**config.mk**
```make
export PLATFORM = sky130hd
export DESIGN_NAME = pinmux_port
export DESIGN_NICKNAME = d
export VERILOG_FILES = /design/src/rtl/pinmux_pkg.sv /design/src/rtl/pinmux_ctrl.sv /design/src/rtl/pinmux_dpath.sv /design/src/rtl/pinmux_port.sv
export SDC_FILE = /design/constraint.sdc
export NUM_CORES = 1
export LEC_CHECK = 0
export CAP_MARGIN = 15
export CORE_UTILIZATION = 48
export DETAILED_ROUTE_END_ITERATION = 10
export PLACE_DENSITY = 0.84
export SLEW_MARGIN = 20
export SYNTH_ARGS = -nofsm -noshare
export SYNTH_HDL_FRONTEND = slang
export SYNTH_SLANG_ARGS = --single-unit
```
**constraint.sdc**
```tcl
create_clock -name clk -period 3 [get_ports clk]
set_input_delay 0.75 -clock clk [delete_from_list [all_inputs] [get_ports clk]]
set_output_delay 0.75 -clock clk [all_outputs]
set_load 0.02 [all_outputs]
```
**src/rtl/pinmux_pkg.sv**
```systemverilog
package pinmux_pkg;
  // register offsets on the small bus
  localparam logic [1:0] OFF_DATA  = 2'd0;
  localparam logic [1:0] OFF_INPUT = 2'd1;
  localparam logic [1:0] OFF_DIR   = 2'd2;
  localparam logic [1:0] OFF_DRIVE = 2'd3;

  typedef enum logic [1:0] {
    SEL_DATA  = 2'd0,
    SEL_INPUT = 2'd1,
    SEL_DIR   = 2'd2,
    SEL_DRIVE = 2'd3
  } rd_sel_e;

  // strobes from control to datapath
  typedef struct packed {
    logic    wrData;
    logic    wrDir;
    logic    wrDrive;
    rd_sel_e rdSel;
  } port_ctl_t;
endpackage

```
**src/rtl/pinmux_ctrl.sv**
```systemverilog
module pinmux_ctrl
  import pinmux_pkg::*;
(
  input  logic       busWe,
  input  logic [1:0] busAddr,
  output port_ctl_t  ctl
);
  always_comb begin
    ctl.wrData  = busWe && (busAddr == OFF_DATA);
    ctl.wrDir   = busWe && (busAddr == OFF_DIR);
    ctl.wrDrive = busWe && (busAddr == OFF_DRIVE);
    // a write at OFF_INPUT raises no strobe and so changes nothing
    unique case (busAddr)
      OFF_DATA:  ctl.rdSel = SEL_DATA;
      OFF_INPUT: ctl.rdSel = SEL_INPUT;
      OFF_DIR:   ctl.rdSel = SEL_DIR;
      default:   ctl.rdSel = SEL_DRIVE;
    endcase
  end
endmodule

```
**src/rtl/pinmux_dpath.sv**
```systemverilog
module pinmux_dpath
  import pinmux_pkg::*;
#(
  parameter int WIDTH       = 8,
  parameter int SYNC_STAGES = 2,
  parameter int RX_PIN      = 0,
  parameter int TX_PIN      = 1,
  parameter int SPI_LO      = 4,
  parameter int SPI_W       = 4
) (
  input  logic             clk,
  input  logic             rstN,
  input  port_ctl_t        ctl,
  input  logic [WIDTH-1:0] busWdata,
  output logic [WIDTH-1:0] busRdata,
  input  logic             spiEn,
  input  logic [SPI_W-1:0] spiOe,
  input  logic [SPI_W-1:0] spiOut,
  input  logic             sciTxEn,
  input  logic             sciTxOut,
  input  logic             sciRxEn,
  input  logic [WIDTH-1:0] padIn,
  output logic [WIDTH-1:0] padOut,
  output logic [WIDTH-1:0] padOe,
  output logic [WIDTH-1:0] padReduced
);
  localparam int SPI_HI = SPI_LO + SPI_W - 1;

  logic [WIDTH-1:0] dataQ, dirQ, driveQ;
  logic [WIDTH-1:0] syncQ [SYNC_STAGES];
  logic [WIDTH-1:0] pinSync;

  always_ff @(posedge clk or negedge rstN) begin
    if (!rstN) begin
      dataQ  <= '0;
      dirQ   <= '0;
      driveQ <= '0;
    end else begin
      if (ctl.wrData)  dataQ  <= busWdata;
      if (ctl.wrDir)   dirQ   <= busWdata;
      if (ctl.wrDrive) driveQ <= busWdata;
    end
  end

  // pad input synchronizer chain
  always_ff @(posedge clk or negedge rstN) begin
    if (!rstN) begin
      for (int s = 0; s < SYNC_STAGES; s++) syncQ[s] <= '0;
    end else begin
      syncQ[0] <= padIn;
      for (int s = 1; s < SYNC_STAGES; s++) syncQ[s] <= syncQ[s-1];
    end
  end
  assign pinSync = syncQ[SYNC_STAGES-1];

  // per-pin owner resolution: SPI > TX > RX > register
  for (genvar p = 0; p < WIDTH; p++) begin : g_pin
    logic spiHit, spiOeBit, spiOutBit;
    logic txHit, rxHit;

    if (p >= SPI_LO && p <= SPI_HI) begin : g_spi
      assign spiHit    = spiEn;
      assign spiOeBit  = spiOe[p-SPI_LO];
      assign spiOutBit = spiOut[p-SPI_LO];
    end else begin : g_nospi
      assign spiHit    = 1'b0;
      assign spiOeBit  = 1'b0;
      assign spiOutBit = 1'b0;
    end

    assign txHit = (p == TX_PIN) && sciTxEn;
    assign rxHit = (p == RX_PIN) && sciRxEn;

    always_comb begin
      if (spiHit) begin
        padOe[p]  = spiOeBit;
        padOut[p] = spiOutBit;
      end else if (txHit) begin
        padOe[p]  = 1'b1;
        padOut[p] = sciTxOut;
      end else if (rxHit) begin
        padOe[p]  = 1'b0;
        padOut[p] = dataQ[p];
      end else begin
        padOe[p]  = dirQ[p];
        padOut[p] = dataQ[p];
      end
    end
  end

  assign padReduced = driveQ & padOe;

  always_comb begin
    unique case (ctl.rdSel)
      SEL_DATA:  busRdata = (dataQ & padOe) | (pinSync & ~padOe);
      SEL_INPUT: busRdata = pinSync;
      SEL_DIR:   busRdata = dirQ;
      default:   busRdata = driveQ;
    endcase
  end
endmodule

```
**src/rtl/pinmux_port.sv**
```systemverilog
module pinmux_port
  import pinmux_pkg::*;
#(
  parameter int WIDTH       = 8,
  parameter int SYNC_STAGES = 2,
  parameter int RX_PIN      = 0,
  parameter int TX_PIN      = 1,
  parameter int SPI_LO      = 4,
  parameter int SPI_W       = 4
) (
  input  logic             clk,
  input  logic             rstN,
  input  logic             busWe,
  input  logic [1:0]       busAddr,
  input  logic [WIDTH-1:0] busWdata,
  output logic [WIDTH-1:0] busRdata,
  input  logic             spiEn,
  input  logic [SPI_W-1:0] spiOe,
  input  logic [SPI_W-1:0] spiOut,
  input  logic             sciTxEn,
  input  logic             sciTxOut,
  input  logic             sciRxEn,
  input  logic [WIDTH-1:0] padIn,
  output logic [WIDTH-1:0] padOut,
  output logic [WIDTH-1:0] padOe,
  output logic [WIDTH-1:0] padReduced
);
  port_ctl_t ctl;

  pinmux_ctrl ctrl_i (
    .busWe   (busWe),
    .busAddr (busAddr),
    .ctl     (ctl)
  );

  pinmux_dpath #(
    .WIDTH(WIDTH), .SYNC_STAGES(SYNC_STAGES), .RX_PIN(RX_PIN),
    .TX_PIN(TX_PIN), .SPI_LO(SPI_LO), .SPI_W(SPI_W)
  ) dpath_i (
    .clk        (clk),
    .rstN       (rstN),
    .ctl        (ctl),
    .busWdata   (busWdata),
    .busRdata   (busRdata),
    .spiEn      (spiEn),
    .spiOe      (spiOe),
    .spiOut     (spiOut),
    .sciTxEn    (sciTxEn),
    .sciTxOut   (sciTxOut),
    .sciRxEn    (sciRxEn),
    .padIn      (padIn),
    .padOut     (padOut),
    .padOe      (padOe),
    .padReduced (padReduced)
  );
endmodule

```
# [Word-level counts from Yosys, hierarchy flattened]
# Index checks and enable logic that the tools add are counted.
[word_totals] reg_bits=40 input_bits=33
[op_classes] n_mux=13 reduce_logical=5 n_eq_ne=5 bitwise=5
[op_table] op="$and 8x8->8" count=3
[op_table] op="$pmux 8 s3" count=1
[op_table] op="$mux 1" count=11
[op_table] op="$not 8->8" count=1
[op_table] op="$or 8x8->8" count=1
[op_table] op="$eq 2x2->1 const B" count=3
[op_table] op="$pmux 2 s3" count=1
[op_table] op="$eq 2x1->1 const B" count=2
[op_table] op="$logic_not 2->1" count=2
[op_table] op="$logic_and 1x1->1" count=3

# [Longest topological paths before layout]
[depth] word_depth=5 ltp_mapped=5 mapped_depth_nobuf=3

# [Modules after synthesis]
# From an unflattened synthesis, not the netlist that was laid out.
[unflattened] hier_cells=144 area_unflattened_um2=1858.0
[by_module_without_submodules] module="pinmux_dpath" area_each_um2=1826.8 instances=1 cells_per_inst=139
[by_module_without_submodules] module="pinmux_ctrl" area_each_um2=31.3 instances=1 cells_per_inst=5

# [Worst setup path after synthesis]
# Ideal clock, no wire load.
[synth_timing] path_kind="input -> output" start="input port busAddr[1]" end="output port busRdata[1]" n_path_buf=2 path_slack_ns=0.623 arrival_ns=1.627 stages=3 cell_sequence="buf_6 clkbuf_1 mux2i_1"
[synth_via] elab_chain_len=4 word_cells_on_any_way=8 classes_between="eq/ne: 4; mux: 2; reduce/logical: 2"
[synth_rtl] element="from (decl)" line="pinmux_port.sv:14" text="input logic [1:0] busAddr,"
[synth_rtl] element="$eq 2x2->1, or another cell as far along" line="pinmux_ctrl.sv:13" text="unique case (busAddr)"
[synth_rtl] element="$pmux 2 s3 *" line="pinmux_ctrl.sv:13"
[synth_rtl] element="$eq 2x2->1, or another cell as far along" line="pinmux_dpath.sv:94" text="unique case (ctl.rdSel)"
[synth_rtl] element="$pmux 8 s3 *" line="pinmux_dpath.sv:94"
[synth_rtl] element="to (decl)" line="pinmux_port.sv:16" text="output logic [WIDTH-1:0] busRdata,"
# Every way passes the cells marked *; elsewhere a longest branch is shown, timed or not.

# [Worst setup path after layout]
[layout_timing] start="input port spiEn" end="output port padOut[7]"
[layout_via] elab_chain_len=1
[layout_rtl] element="from (decl)" line="pinmux_port.sv:17" text="input logic spiEn,"
[layout_rtl] element="$mux 1" line="pinmux_dpath.sv:75" text="if (spiHit) begin"
[layout_rtl] element="to (decl)" line="pinmux_port.sv:24" text="output logic [WIDTH-1:0] padOut,"
# No other way between the ends.

==> flow_metrics.env <==
export IMPL_multi_input_area_sq_um=822
export IMPL_setup_violations=0
export IMPL_antenna_found_initial=0
export IMPL_final_hold_viol_count=0
export IMPL_grt_pass1_vias=1527
export IMPL_cts_buffer_depth=2
export IMPL_wl_um=4220
export IMPL_finalCritPeriodShare_pct=98.0
export IMPL_synth_area_leaders="dfrtp_1 54%, mux2_2 17%, mux2i_1 5.9%"
export IMPL_io_pins=65
export IMPL_ys_seq_area_share_pct=53.6
export IMPL_crit_path_max_fanout=6
export IMPL_dieArea_sq_um=4140
export IMPL_area_growth_pct=44.2
export IMPL_drc=0
export IMPL_synth_flop_cell="dfrtp_1"
export IMPL_switching_share_pct=29.0
export IMPL_maxCapViolations=0
export IMPL_cellPowerDensity_nw_per_um2=581
export IMPL_synth_area_per_cell_sq_um=13.4
export IMPL_status="complete, no violations"
export IMPL_synthCells=139
export IMPL_synth_edff_count=0
export IMPL_combPwrFrac_pct=29.9
export IMPL_coreArea_sq_um=3690
export IMPL_async_flop_share_pct=100
export IMPL_hp_class="flip-flop to flip-flop"
export IMPL_drive_gt1_share_pct=28.8
export IMPL_vdd_ir_drop_max_uv=472
export IMPL_gp_congestion=0.744
export IMPL_p_seq_share_pct=42.9
export IMPL_cts_root_buf="clkbuf_8"
export IMPL_insertion_delay_ns=0.29
export IMPL_yosysMostFrequentCell="dfrtp_1"
export IMPL_tightestPinTransition_ns=0.854
export IMPL_power_total_mw=1.56
export IMPL_cp_required_ns=2.25
export IMPL_drv_slew=0
export IMPL_yosys_area_top_type="dfrtp_1"
export IMPL_dp_hpwl_um=3130
export IMPL_slew_headroom_pct=43.1
export IMPL_drt_wirelength_per_cell_um=16.2
export IMPL_synth_commonest_cells="40 x dfrtp_1, 29 x mux2_2, 11 x mux2i_1"
export IMPL_p_leak_nw=1.21
export IMPL_fin_worst_skew_ns=0.000442
export IMPL_grt_max_degree=41
export IMPL_grtUsageTotal_pct=22.3
export IMPL_seq_area_sq_um=1000
export IMPL_ys_warnings_count=0
export IMPL_io_buffer_count=64
export IMPL_fp_dieH_um=64.4
export IMPL_timing_fmax_ghz=0.340
export IMPL_diodes=0
export IMPL_die_w_um=64.4
export IMPL_vias=1382
export IMPL_cts_tree="yes"
export IMPL_clk_pin_slew_ns=0.07
export IMPL_synth_distinct_cells=25
export IMPL_final_cells=260
export IMPL_cts_htree_levels=2
export IMPL_start_util_pct=50.6
export IMPL_postCtsHoldBufs=0
export IMPL_p_int_mw=1.11
export IMPL_cp_data_arrival_time_ns=2.19
export IMPL_crit_type="input port to output port"
export IMPL_final_net_count=244
export IMPL_fillCellCount=271
export IMPL_syn_nets=172
export IMPL_drt_initial_drc_count=29
export IMPL_first_pass_iters=4
export IMPL_cts_sinks=40
export IMPL_synth_top_cell_area_share_pct=53.6
export IMPL_dp_cells=252
export IMPL_synth_area_sq_um=1870
export IMPL_worstSetupEndpointType="output port"
export IMPL_grt_ovfl_total=0
export IMPL_clockPowerShare_pct=27.2
export IMPL_numCtsBuffers=5
export IMPL_viasPerCell=5.32
export IMPL_switchingPower_uw=454
export IMPL_rsz0062_at_grt="false"
export IMPL_crit_path_start_kind="input port"
export IMPL_yosys_register_bits=40
export IMPL_post_cts_setup_buffers=0
export IMPL_ant_nets=0
export IMPL_rows=22
export IMPL_finalCriticalPeriod_ns=2.94
export IMPL_grt_pass1_wl_um=6780
[path summary, 6_finish.rpt]
| check | start | end | slack (ns) | cells after the start |
|---|---|---|---|---|
| setup / recovery | spiEn | padOut[7] | 0.06 | 5 |
| hold / removal | dpath_i.syncQ[15]$_DFF_PN0_ | dpath_i.pinSync[7]$_DFF_PN0_ | 0.35 | 0 |
| setup reg to reg | dpath_i.dirQ[7]$_DFFE_PN0P_ | dpath_i.dirQ[7]$_DFFE_PN0P_ | 2.17 | 1 |
| hold reg to reg | dpath_i.syncQ[15]$_DFF_PN0_ | dpath_i.pinSync[7]$_DFF_PN0_ | 0.35 | 0 |
| max in group asynchronous | rstN | dpath_i.dirQ[6]$_DFFE_PN0P_ | 1.89 | 1 |
| min in group asynchronous | rstN | dpath_i.dataQ[3]$_DFFE_PN0P_ | 0.56 | 1 |
[cells in the final DEF (no fill, tap or decap), types with 3 or more instances in the layout]
| cell | synthesis | routed |
|---|---|---|
| and2_1 | 4 | 4 |
| buf_2 | 0 | 3 |
| buf_4 | 7 | 9 |
| clkbuf_2 | 0 | 3 |
| clkbuf_8 | 0 | 5 |
| clkdlybuf4s50_1 | 0 | 40 |
| dfrtp_1 | 40 | 40 |
| dlygate4sd2_1 | 0 | 16 |
| inv_1 | 4 | 4 |
| mux2_2 | 29 | 29 |
| mux2i_1 | 11 | 7 |
| mux2i_4 | 0 | 4 |
| nand2_1 | 5 | 5 |
| nor2b_1 | 7 | 7 |
| nor3b_1 | 7 | 7 |
| o21a_1 | 4 | 4 |
| o31a_1 | 4 | 4 |
[registers in the layout, indices dropped and copies added, names as in the netlist]
signal and cells:
dpath_i.syncQ 8, dpath_i.dirQ 8, dpath_i.pinSync 8, dpath_i.driveQ 8, dpath_i.dataQ 8
[layer usage]
| metal | vias to the layer above | GRT usage [%] | part of all wire, % | routed length, um |
|---|---|---|---|---|
| met2 | 38 | 43.3 | 57 | 2390 |
| met1 | 701 | 22.7 | 38 | 1600 |
| li1 | 636 | - | - | - |
| met4 | 0 | 9.44 | 1.9 | 82 |
| met3 | 7 | 4.29 | 3.6 | 152 |
| met5 | - | 0 | 0 | 0 |
[worst max-delay path, cell delays in order]
cell and delay (ns):
clkdlybuf4s50_1 0.47, buf_6 0.17, buf_4 0.15, mux2_2 0.33, dlygate4sd2_1 0.32
[per-stage QoR]
step	area, sq um	hold slack [ns]	setup slack [ns]	TNS, ns	util [%]
detailed placement	2570	0.337	-0.328	-3.60	69.6
floorplan	1870	0.331	0.623	0	-
finish	2690	0.351	0.0610	0	73.0
CTS	2710	0.354	-0.0109	-0.0140	73.5
global route	2690	0.360	0.0162	0	73.0
global placement	2570	0.334	-0.296	-2.79	69.6
[cell families (layout without fill, tap and decap cells)]
kind of cell           count (synthesis)  after routing  share of synthesized area [%]
AO/OA/AOI/OAI                         15             15                           6.50
multiplexers                          40             40                           23.4
flip-flops                            40             40                           53.6
AND/OR/NAND/NOR                       30             30                           11.5
buffers and inverters                 14             87                           5.03
[timing repair]
item                                   4_1_cts  5_1_grt
setup endpoints to repair                   19        7
resized for setup                           37        8
endpoints found under the hold margin        0        0
[power by group through the flow]
| stage | Combinational, mW | Sequential, mW | Clock, mW |
|---|---|---|---|
| 6_report | 0.468 | 0.670 | 0.425 |
| 5_1_grt | 0.499 | 0.678 | 0.458 |
| 4_1_cts | 0.479 | 0.670 | 0.434 |
| 3_5_place_dp | 0.492 | 0.676 | 0 |
| 3_3_place_gp | 0.477 | 0.667 | 0 |
| 2_1_floorplan | 0.283 | 0.654 | 0 |
[area by class of cell]
class | instances | area share [%]
clock buffers | 6 | 2.70
flip-flops and latches | 40 | 37.2
clock inverters | 2 | 1.30
repair buffers | 75 | 25.5
multi-input cells | 85 | 30.5
inverters | 4 | 0.558
well taps | 48 | 2.23
No activity file was read; power rests on OpenSTA's default activity.
